## src/rtl/perf_pkg.sv

```systemverilog
package perf_pkg;

   localparam int RAW_N = 21;

   localparam int RAW_IC_MISS   = 0;
   localparam int RAW_FETCH_STL = 1;
   localparam int RAW_HAZARD    = 2;
   localparam int RAW_ITLB      = 3;
   localparam int RAW_DTLB      = 4;
   localparam int RAW_BRANCH    = 5;
   localparam int RAW_MISPRED   = 6;
   localparam int RAW_RETIRE    = 7;
   localparam int RAW_WBUF_FULL = 8;
   localparam int RAW_RD_MISS   = 9;
   localparam int RAW_WR_BUSY   = 10;
   localparam int RAW_RD_BUSY   = 11;
   localparam int RAW_WR_INBUF  = 12;
   localparam int RAW_RD_STALL  = 13;
   localparam int RAW_WR_STALL  = 14;
   localparam int RAW_DIRTY_EV  = 15;
   localparam int RAW_ACC_HIT   = 16;
   localparam int RAW_ACC_MISS  = 17;
   localparam int RAW_BTB_HIT   = 18;
   localparam int RAW_UITLB     = 19;
   localparam int RAW_UDTLB     = 20;

   localparam int NUM_CODES = 26;

   // control register bit positions
   localparam int CTL_EN_BIT  = 8;
   localparam int CTL_OVF_BIT = 16;
   localparam int CTL_CLR_BIT = 24;

   function automatic logic stall_cond(input logic [RAW_N-1:0] r);
      return r[RAW_RD_STALL] | (r[RAW_WR_STALL] & ~r[RAW_WR_INBUF]);
   endfunction

   function automatic logic access_cond(input logic [RAW_N-1:0] r);
      return r[RAW_RD_BUSY] | (r[RAW_WR_BUSY] & ~r[RAW_WR_INBUF]);
   endfunction

   function automatic logic code_cond(input int code, input logic [RAW_N-1:0] r);
      logic c;
      case (code)
         'h00: c = r[RAW_IC_MISS];
         'h01: c = r[RAW_FETCH_STL];
         'h02: c = r[RAW_HAZARD];
         'h03: c = r[RAW_ITLB];
         'h04: c = r[RAW_DTLB];
         'h05: c = r[RAW_BRANCH];
         'h06: c = r[RAW_MISPRED];
         'h07: c = r[RAW_RETIRE];
         'h08, 'h09: c = r[RAW_WBUF_FULL];
         'h0A, 'h0B: c = r[RAW_RD_MISS];
         'h0C, 'h0D: c = r[RAW_WR_BUSY];
         'h0E, 'h0F: c = r[RAW_RD_BUSY];
         'h10, 'h11: c = stall_cond(r);
         'h12, 'h13: c = access_cond(r);
         'h14: c = r[RAW_DIRTY_EV];
         'h15: c = r[RAW_ACC_HIT];
         'h16: c = r[RAW_ACC_MISS];
         'h17: c = r[RAW_BTB_HIT];
         'h18: c = r[RAW_UITLB];
         'h19: c = r[RAW_UDTLB];
         default: c = 1'b0;
      endcase
      return c;
   endfunction

   function automatic logic code_is_edge(input int code);
      return (code == 'h08) || (code == 'h0A) || (code == 'h0C) ||
             (code == 'h0E) || (code == 'h10) || (code == 'h12);
   endfunction

endpackage

```

## src/rtl/perf_event_sel.sv

```systemverilog
module perf_event_sel
   import perf_pkg::*;
#(
   parameter int SEL_W = 5
) (
   input  logic [SEL_W-1:0] sel,
   input  logic [RAW_N-1:0] raw,
   output logic             cond,
   output logic             edge_mode,
   output logic             legal
);
   localparam int SLOTS = 2 ** SEL_W;

   logic [SLOTS-1:0] cond_vec;
   logic [SLOTS-1:0] edge_vec;
   logic [SLOTS-1:0] legal_vec;

   generate
      if (SLOTS < NUM_CODES) begin : g_bad_sel
         $error("SEL_W too narrow for the event code space");
      end
      for (genvar c = 0; c < SLOTS; c++) begin : g_slot
         if (c < NUM_CODES) begin : g_code
            assign cond_vec[c]  = code_cond(c, raw);
            assign edge_vec[c]  = code_is_edge(c);
            assign legal_vec[c] = 1'b1;
         end else begin : g_rsvd
            assign cond_vec[c]  = 1'b0;
            assign edge_vec[c]  = 1'b0;
            assign legal_vec[c] = 1'b0;
         end
      end
   endgenerate

   assign legal     = legal_vec[sel];
   assign cond      = legal & cond_vec[sel];
   assign edge_mode = edge_vec[sel];

endmodule

```

## src/rtl/perf_occ_detect.sv

```systemverilog
module perf_occ_detect (
   input  logic clk,
   input  logic rst_n,
   input  logic cond,
   input  logic edge_mode,
   input  logic rearm,
   output logic hit
);
   logic prev_q;

   always_ff @(posedge clk or negedge rst_n) begin
      if (!rst_n)     prev_q <= 1'b0;
      else if (rearm) prev_q <= 1'b1;
      else            prev_q <= cond;
   end

   assign hit = edge_mode ? (cond & ~prev_q) : cond;


   sustained_no_recount_chk: assert property (@(posedge clk) disable iff (!rst_n)
      (cond && !rearm) ##1 (edge_mode && cond) |-> !hit);


   rearm_blocks_edge_chk: assert property (@(posedge clk) disable iff (!rst_n)
      rearm |=> !(edge_mode && hit));

endmodule

```

## src/rtl/perf_count_reg.sv

```systemverilog
module perf_count_reg #(
   parameter int CNT_W = 32
) (
   input  logic             clk,
   input  logic             rst_n,
   input  logic             inc,
   input  logic             clr,
   input  logic             ld,
   input  logic [CNT_W-1:0] ld_val,
   input  logic             ovf_w1c,
   output logic [CNT_W-1:0] count,
   output logic             ovf
);
   localparam logic [CNT_W-1:0] CNT_MAX = '1;

   logic wrap;
   assign wrap = inc && !clr && !ld && (count == CNT_MAX);

   always_ff @(posedge clk or negedge rst_n) begin
      if (!rst_n)   count <= '0;
      else if (clr) count <= '0;
      else if (ld)  count <= ld_val;
      else if (inc) count <= count + 1'b1;
   end

   always_ff @(posedge clk or negedge rst_n) begin
      if (!rst_n)       ovf <= 1'b0;
      else if (wrap)    ovf <= 1'b1;
      else if (ovf_w1c) ovf <= 1'b0;
   end


   wrap_sets_ovf_chk: assert property (@(posedge clk) disable iff (!rst_n)
      (inc && !clr && !ld && count == CNT_MAX) |=> (ovf && count == '0));


   ovf_sticky_chk: assert property (@(posedge clk) disable iff (!rst_n)
      (ovf && !ovf_w1c) |=> ovf);


   clear_zero_chk: assert property (@(posedge clk) disable iff (!rst_n)
      clr |=> count == '0);


   single_step_chk: assert property (@(posedge clk) disable iff (!rst_n)
      (!clr && !ld) |=> (count == $past(count) || count == $past(count) + 1'b1));

endmodule

```

## src/rtl/perf_event_counter.sv

```systemverilog
module perf_event_counter
   import perf_pkg::*;
#(
   parameter int SEL_W  = 5,
   parameter int CNT_W  = 32,
   parameter int DATA_W = 32
) (
   input  logic              clk,
   input  logic              rst_n,
   input  logic [RAW_N-1:0]  raw_evt,
   input  logic              cfg_we,
   input  logic              cfg_addr,
   input  logic [DATA_W-1:0] cfg_wdata,
   output logic [DATA_W-1:0] cfg_rdata
);
   generate
      if (CNT_W < 2 || CNT_W > DATA_W) begin : g_bad_cnt
         $error("CNT_W must lie between 2 and DATA_W");
      end
      if (DATA_W <= CTL_CLR_BIT || SEL_W > CTL_EN_BIT) begin : g_bad_ctl
         $error("control layout does not fit DATA_W/SEL_W");
      end
   endgenerate

   logic [SEL_W-1:0] sel_q;
   logic             en_q;
   logic             ctl_wr, cnt_ld, clr_cmd, ctl_upd, sel_chg, ovf_w1c;
   logic             cond, edge_mode, legal, hit, inc;
   logic [CNT_W-1:0] count;
   logic             ovf;

   assign ctl_wr  = cfg_we && !cfg_addr;
   assign cnt_ld  = cfg_we &&  cfg_addr;
   assign clr_cmd = ctl_wr &&  cfg_wdata[CTL_CLR_BIT];
   assign ctl_upd = ctl_wr && !cfg_wdata[CTL_CLR_BIT];
   assign sel_chg = ctl_upd && (cfg_wdata[SEL_W-1:0] != sel_q);
   assign ovf_w1c = ctl_wr &&  cfg_wdata[CTL_OVF_BIT];

   always_ff @(posedge clk or negedge rst_n) begin
      if (!rst_n) begin
         sel_q <= '0;
         en_q  <= 1'b0;
      end else if (ctl_upd) begin
         sel_q <= cfg_wdata[SEL_W-1:0];
         en_q  <= cfg_wdata[CTL_EN_BIT];
      end
   end

   perf_event_sel #(.SEL_W(SEL_W)) u_sel (
      .sel       (sel_q),
      .raw       (raw_evt),
      .cond      (cond),
      .edge_mode (edge_mode),
      .legal     (legal)
   );

   perf_occ_detect u_occ (
      .clk       (clk),
      .rst_n     (rst_n),
      .cond      (cond),
      .edge_mode (edge_mode),
      .rearm     (sel_chg),
      .hit       (hit)
   );

   assign inc = en_q && hit;

   perf_count_reg #(.CNT_W(CNT_W)) u_cnt (
      .clk     (clk),
      .rst_n   (rst_n),
      .inc     (inc),
      .clr     (clr_cmd),
      .ld      (cnt_ld),
      .ld_val  (cfg_wdata[CNT_W-1:0]),
      .ovf_w1c (ovf_w1c),
      .count   (count),
      .ovf     (ovf)
   );

   always_comb begin
      cfg_rdata = '0;
      if (cfg_addr) begin
         cfg_rdata[CNT_W-1:0] = count;
      end else begin
         cfg_rdata[SEL_W-1:0]   = sel_q;
         cfg_rdata[CTL_EN_BIT]  = en_q;
         cfg_rdata[CTL_OVF_BIT] = ovf;
      end
   end


   reserved_idle_chk: assert property (@(posedge clk) disable iff (!rst_n)
      (!legal && !cfg_we) |=> count == $past(count));


   disabled_idle_chk: assert property (@(posedge clk) disable iff (!rst_n)
      (!en_q && !cfg_we) |=> count == $past(count));


   clear_keeps_sel_chk: assert property (@(posedge clk) disable iff (!rst_n)
      clr_cmd |=> (sel_q == $past(sel_q) && en_q == $past(en_q)));


   load_wins_chk: assert property (@(posedge clk) disable iff (!rst_n)
      (cnt_ld && !clr_cmd) |=> count == $past(cfg_wdata[CNT_W-1:0]));

endmodule

```

## config.mk

```make
export PLATFORM = sky130hd
export DESIGN_NAME = perf_event_counter
export DESIGN_NICKNAME = d
export VERILOG_FILES = /design/src/rtl/perf_pkg.sv /design/src/rtl/perf_event_sel.sv /design/src/rtl/perf_occ_detect.sv /design/src/rtl/perf_count_reg.sv /design/src/rtl/perf_event_counter.sv
export SDC_FILE = /design/constraint.sdc
export NUM_CORES = 1
export LEC_CHECK = 0
export ABC_CLOCK_PERIOD_IN_PS = 2500
export CAP_MARGIN = 20
export CORE_ASPECT_RATIO = 0.75
export CORE_UTILIZATION = 25
export CTS_CLUSTER_DIAMETER = 150
export CTS_CLUSTER_SIZE = 10
export DETAILED_ROUTE_END_ITERATION = 8
export GPL_ROUTABILITY_DRIVEN = 0
export GPL_TIMING_DRIVEN = 0
export PLACE_DENSITY = 0.58
export SLEW_MARGIN = 5
export SYNTH_ARGS = -nofsm -noshare
export SYNTH_HDL_FRONTEND = slang
export SYNTH_SLANG_ARGS = --single-unit
```

## constraint.sdc

```tcl
create_clock -name clk -period 2.5 [get_ports clk]
set_clock_uncertainty 0.2 [all_clocks]
set_input_delay 0.5 -clock clk [delete_from_list [all_inputs] [get_ports clk]]
set_output_delay 0.5 -clock clk [all_outputs]
set_load 0.1 [all_outputs]
```

==> key figures <==
Floorplan
  – Rows: 35
  – Area of the core: between 0.01 and 0.015 mm^2
  – Width of the die: about 130 um
  – DIE HEIGHT: 99.2 um
  – IO Pins: slightly below 90
  – Die area: about 0.013 mm^2
  – Effective utilization at floorplan: 0.257

Routing
  – Avg WL per Cell: between 15 and 20 um
  – Routed Antenna Nets: 0
  – Pre-antenna DRT Iters: 5
  – Vias per cell: about 5.4
  – Drc violations: 0
  – Routed via count: 3537
  – Post-Route WL: 12000 um
  – Iter 0 DRT Violations: between 300 and 400

Synthesis
  – Yosys warnings: 0
  – FF+latch count, synth: 40
  – Seq/Total Area, Yosys: 0.318
  – Post-Syn Area: about 0.0031 mm^2
  – Post-Syn Area per Cell: around 8.3 um^2
  – Synth top area share: 0.318
  – Distinct cells, synth: 65
  – EDFF count, synth: 0
  – Fraction of registers with async set/reset: 1.00
  – Synth area leaders: dfrtp_1 (32%), and2_1 (5.4%), nand2_1 (4.8%)
  – Cell taking the most area after synthesis: dfrtp_1
  – Top_reg_cell synth: dfrtp_1
  – Cell count after synthesis: 380
  – Post-synth net total: around 440

Timing
  – Hold Violations, Final: 0
  – Post-route minimum period: 2.48 ns
  – Max Fclk: about 400 MHz
  – Final setup fails: 0
  – Relative slew slack: 0.590
  – Final Max Slew Viols: 0
  – Final worst setup slack: about 0.017 ns
  – Unrepaired setup endpoints after global routing: yes
  – Period Utilization, post-route: 0.993
  – Slew @ Worst Pin: around 0.61 ns

Setup path
  – Bufs and invs on worst path: 2
  – Critical path class: primary input to flop
  – CP Cell Sequence: clkdlybuf4s50_1 > mux4_2 > and3_4 > a31oi_4 > a21o_4 > buf_8 > a21oi_1 > o2bb2a_4
  – CP endpoint kind: flop
  – Startpoint types: primary input
  – Critical path peak fanout: 5
  – Slowest cell delay on critical path: around 0.45 ns
  – Critical-path top delay cell: mux4_2
  – CP arrival: about 2.5 ns
  – CP delay by family, top: compound AO/OA/AOI/OAI gates
  – CP required: between 2 and 2.5 ns

Clock tree
  – Clk Latency, worst-skew pair: about 0.28 ns
  – Deepest clock path buffer count: 2
  – Root Buffer Master: clkbuf_16
  – Clock-pin slew on the worst setup and hold paths: around 0.060 ns
  – Htree depth: 2
  – Number of buffers created by CTS: 5
  – CTS tree: built
  – Clock tree sinks: 40

GRT
  – Met3 usage in global routing: 0.0469
  – GRT Overall Usage: 0.178
  – Met2 Use GR: 0.261
  – Total grt overflow: 0
  – Number of global-route vias before repair: ~3.4k
  – GRT met1 Usage: 0.255
  – Gr busiest metal: met2
  – First-pass GRT wire length: approximately 18000 um
  – Initial antenna violation count: 0
  – Largest net degree at the start of global routing: 24

Final layout
  – Finished Cell Area: approximately 0.0047 mm^2
  – NumNets Final: around 550
  – Commonest non-fill, non-tap cells in the layout: clkdlybuf4s50_1 (51), nand2_1 (40), dfrtp_1 (40)
  – Util after Layout: 0.384
  – Multi-input gate area in the final layout: between 0.002 and 0.0025 mm^2
  – Fillers: about 1.3k
  – Ant. Diodes: 0
  – Commonest non-fill, non-tap cell in the layout: clkdlybuf4s50_1
  – Area growth syn-to-layout: 49.7%
  – FF+latch area: around 0.001 mm^2
  – Layout cells sized above 1: 0.221

Placed design
  – DP Area: ~0.0043 mm^2
  – Worst slack at placement: -1.33 ns
  – DP Wirelength: between 8000 and 9000 um
  – I/O Buffers: 88

Flow run
  – Max-Cap Viols: 0

Hold path
  – Hold crit path type: flop to flop

Power and ir drop
  – Max VDD drop: 0.430 mV
  – Leak Pwr: 1.90 nW
  – Tot Pwr: 3.69 mW
  – P per Cell Area: slightly below 800 mW/mm^2

Run status
  – Status: complete, no violations
-- state kept, by name, summed over array words and instances (netlist names) --
name,flops
en_q,1
sel_q,5
u_cnt.count,32
u_cnt.ovf,1
u_occ.prev_q,1
-- what timing repair did --
action	4_1_cts	5_1_grt
pin swaps	3	5
endpoints found under the hold margin	17	0
gates cloned	0	2
gates resized for setup	238	32
hold buffers	1	0
buffers inserted	4	5
endpoints found under the setup margin	64	56
-- synth_stat cells (2+ instances only) --
master and n:
dfrtp_1 40, nand2_1 40, nand3_1 30, and2_1 27, o21ai_0 26, a21oi_1 24, nor2_1 18, clkbuf_1 14
nor3_1 11, a32oi_1 8, and3_1 8, inv_1 8, mux2i_1 8, buf_2 7, mux2_2 7, o31ai_1 7
a31oi_1 6, o22a_1 6, buf_6 5, o211ai_1 5, xnor2_1 5, a22oi_1 4, nor4_1 4, o41ai_1 4
nand4_1 3, nor2b_1 3, o21ai_1 3, a211oi_1 2, and4_1 2, buf_1 2, nand2b_1 2, nand4_2 2
nor3b_1 2, o21a_1 2, o22ai_1 2, o2bb2a_4 2, o311ai_1 2, xor2_1 2
-- report_power, final --
part / leakage [nW] / switching, mW / internal [mW] / total [mW]
combinational: 1.32 / 1.24 / 0.709 / 1.95
clock: 0.0808 / 0.272 / 0.470 / 0.742
sequential: 0.500 / 0.199 / 0.802 / 1.00
total: 1.90 / 1.71 / 1.98 / 3.69
-- worst paths after layout --
path / startpoint / end / slack [ns] / cells past startpoint
max: raw_evt[16] / u_cnt.count[26]$_DFFE_PN0P_ / 0.02 / 8
min: u_cnt.count[16]$_DFFE_PN0P_ / u_cnt.count[16]$_DFFE_PN0P_ / 0.34 / 1
max reg2reg: sel_q[0]$_DFFE_PN0P_ / u_cnt.count[26]$_DFFE_PN0P_ / 0.07 / 8
min reg2reg: u_cnt.count[16]$_DFFE_PN0P_ / u_cnt.count[16]$_DFFE_PN0P_ / 0.34 / 1
max in group asynchronous: rst_n / u_cnt.count[1]$_DFFE_PN0P_ / 1.08 / 3
min in group asynchronous: rst_n / u_cnt.count[18]$_DFFE_PN0P_ / 0.52 / 2
-- metrics by stage --
step | TNS, ns | cells | hold WS [ns]
after floorplan | -1.18 | 380 | 0.00441
after global placement | -73.88 | 634 | 0.308
after detailed placement | -55.19 | 635 | 0.281
after CTS | -0.0420 | 648 | 0.321
after global routing | -0.166 | 655 | 0.339
final | 0 | 655 | 0.336
-- routing by layer --
metal | wire, um | up-vias
li1 | - | 1630
met1 | 5430 | 1672
met2 | 5090 | 206
met3 | 1210 | 29
met4 | 257 | 0
met5 | 0 | -
-- cell families (layout without fill, tap and decap cells) --
family          Yosys count  after routing  synth area share
compound gates          118            118             0.270
xor+xnor                  7              7            0.0195
fa+ha+maj                 1              1           0.00398
buf+inv                  37            146            0.0600
flops                    40             40             0.318
mux                      16             16            0.0577
simple gates            161            161             0.271
-- final cells by class --
type	instances	area share
Tap cell	166	0.0441
Sequential cell	40	0.212
Timing Repair Buffer	101	0.227
Inverter	8	0.00637
Multi-Input combinational cell	303	0.428
Clock buffer	6	0.0274
Clock inverter	2	0.00743
Buffer	29	0.0478
Note: power is estimated with default switching activity, not from simulation.
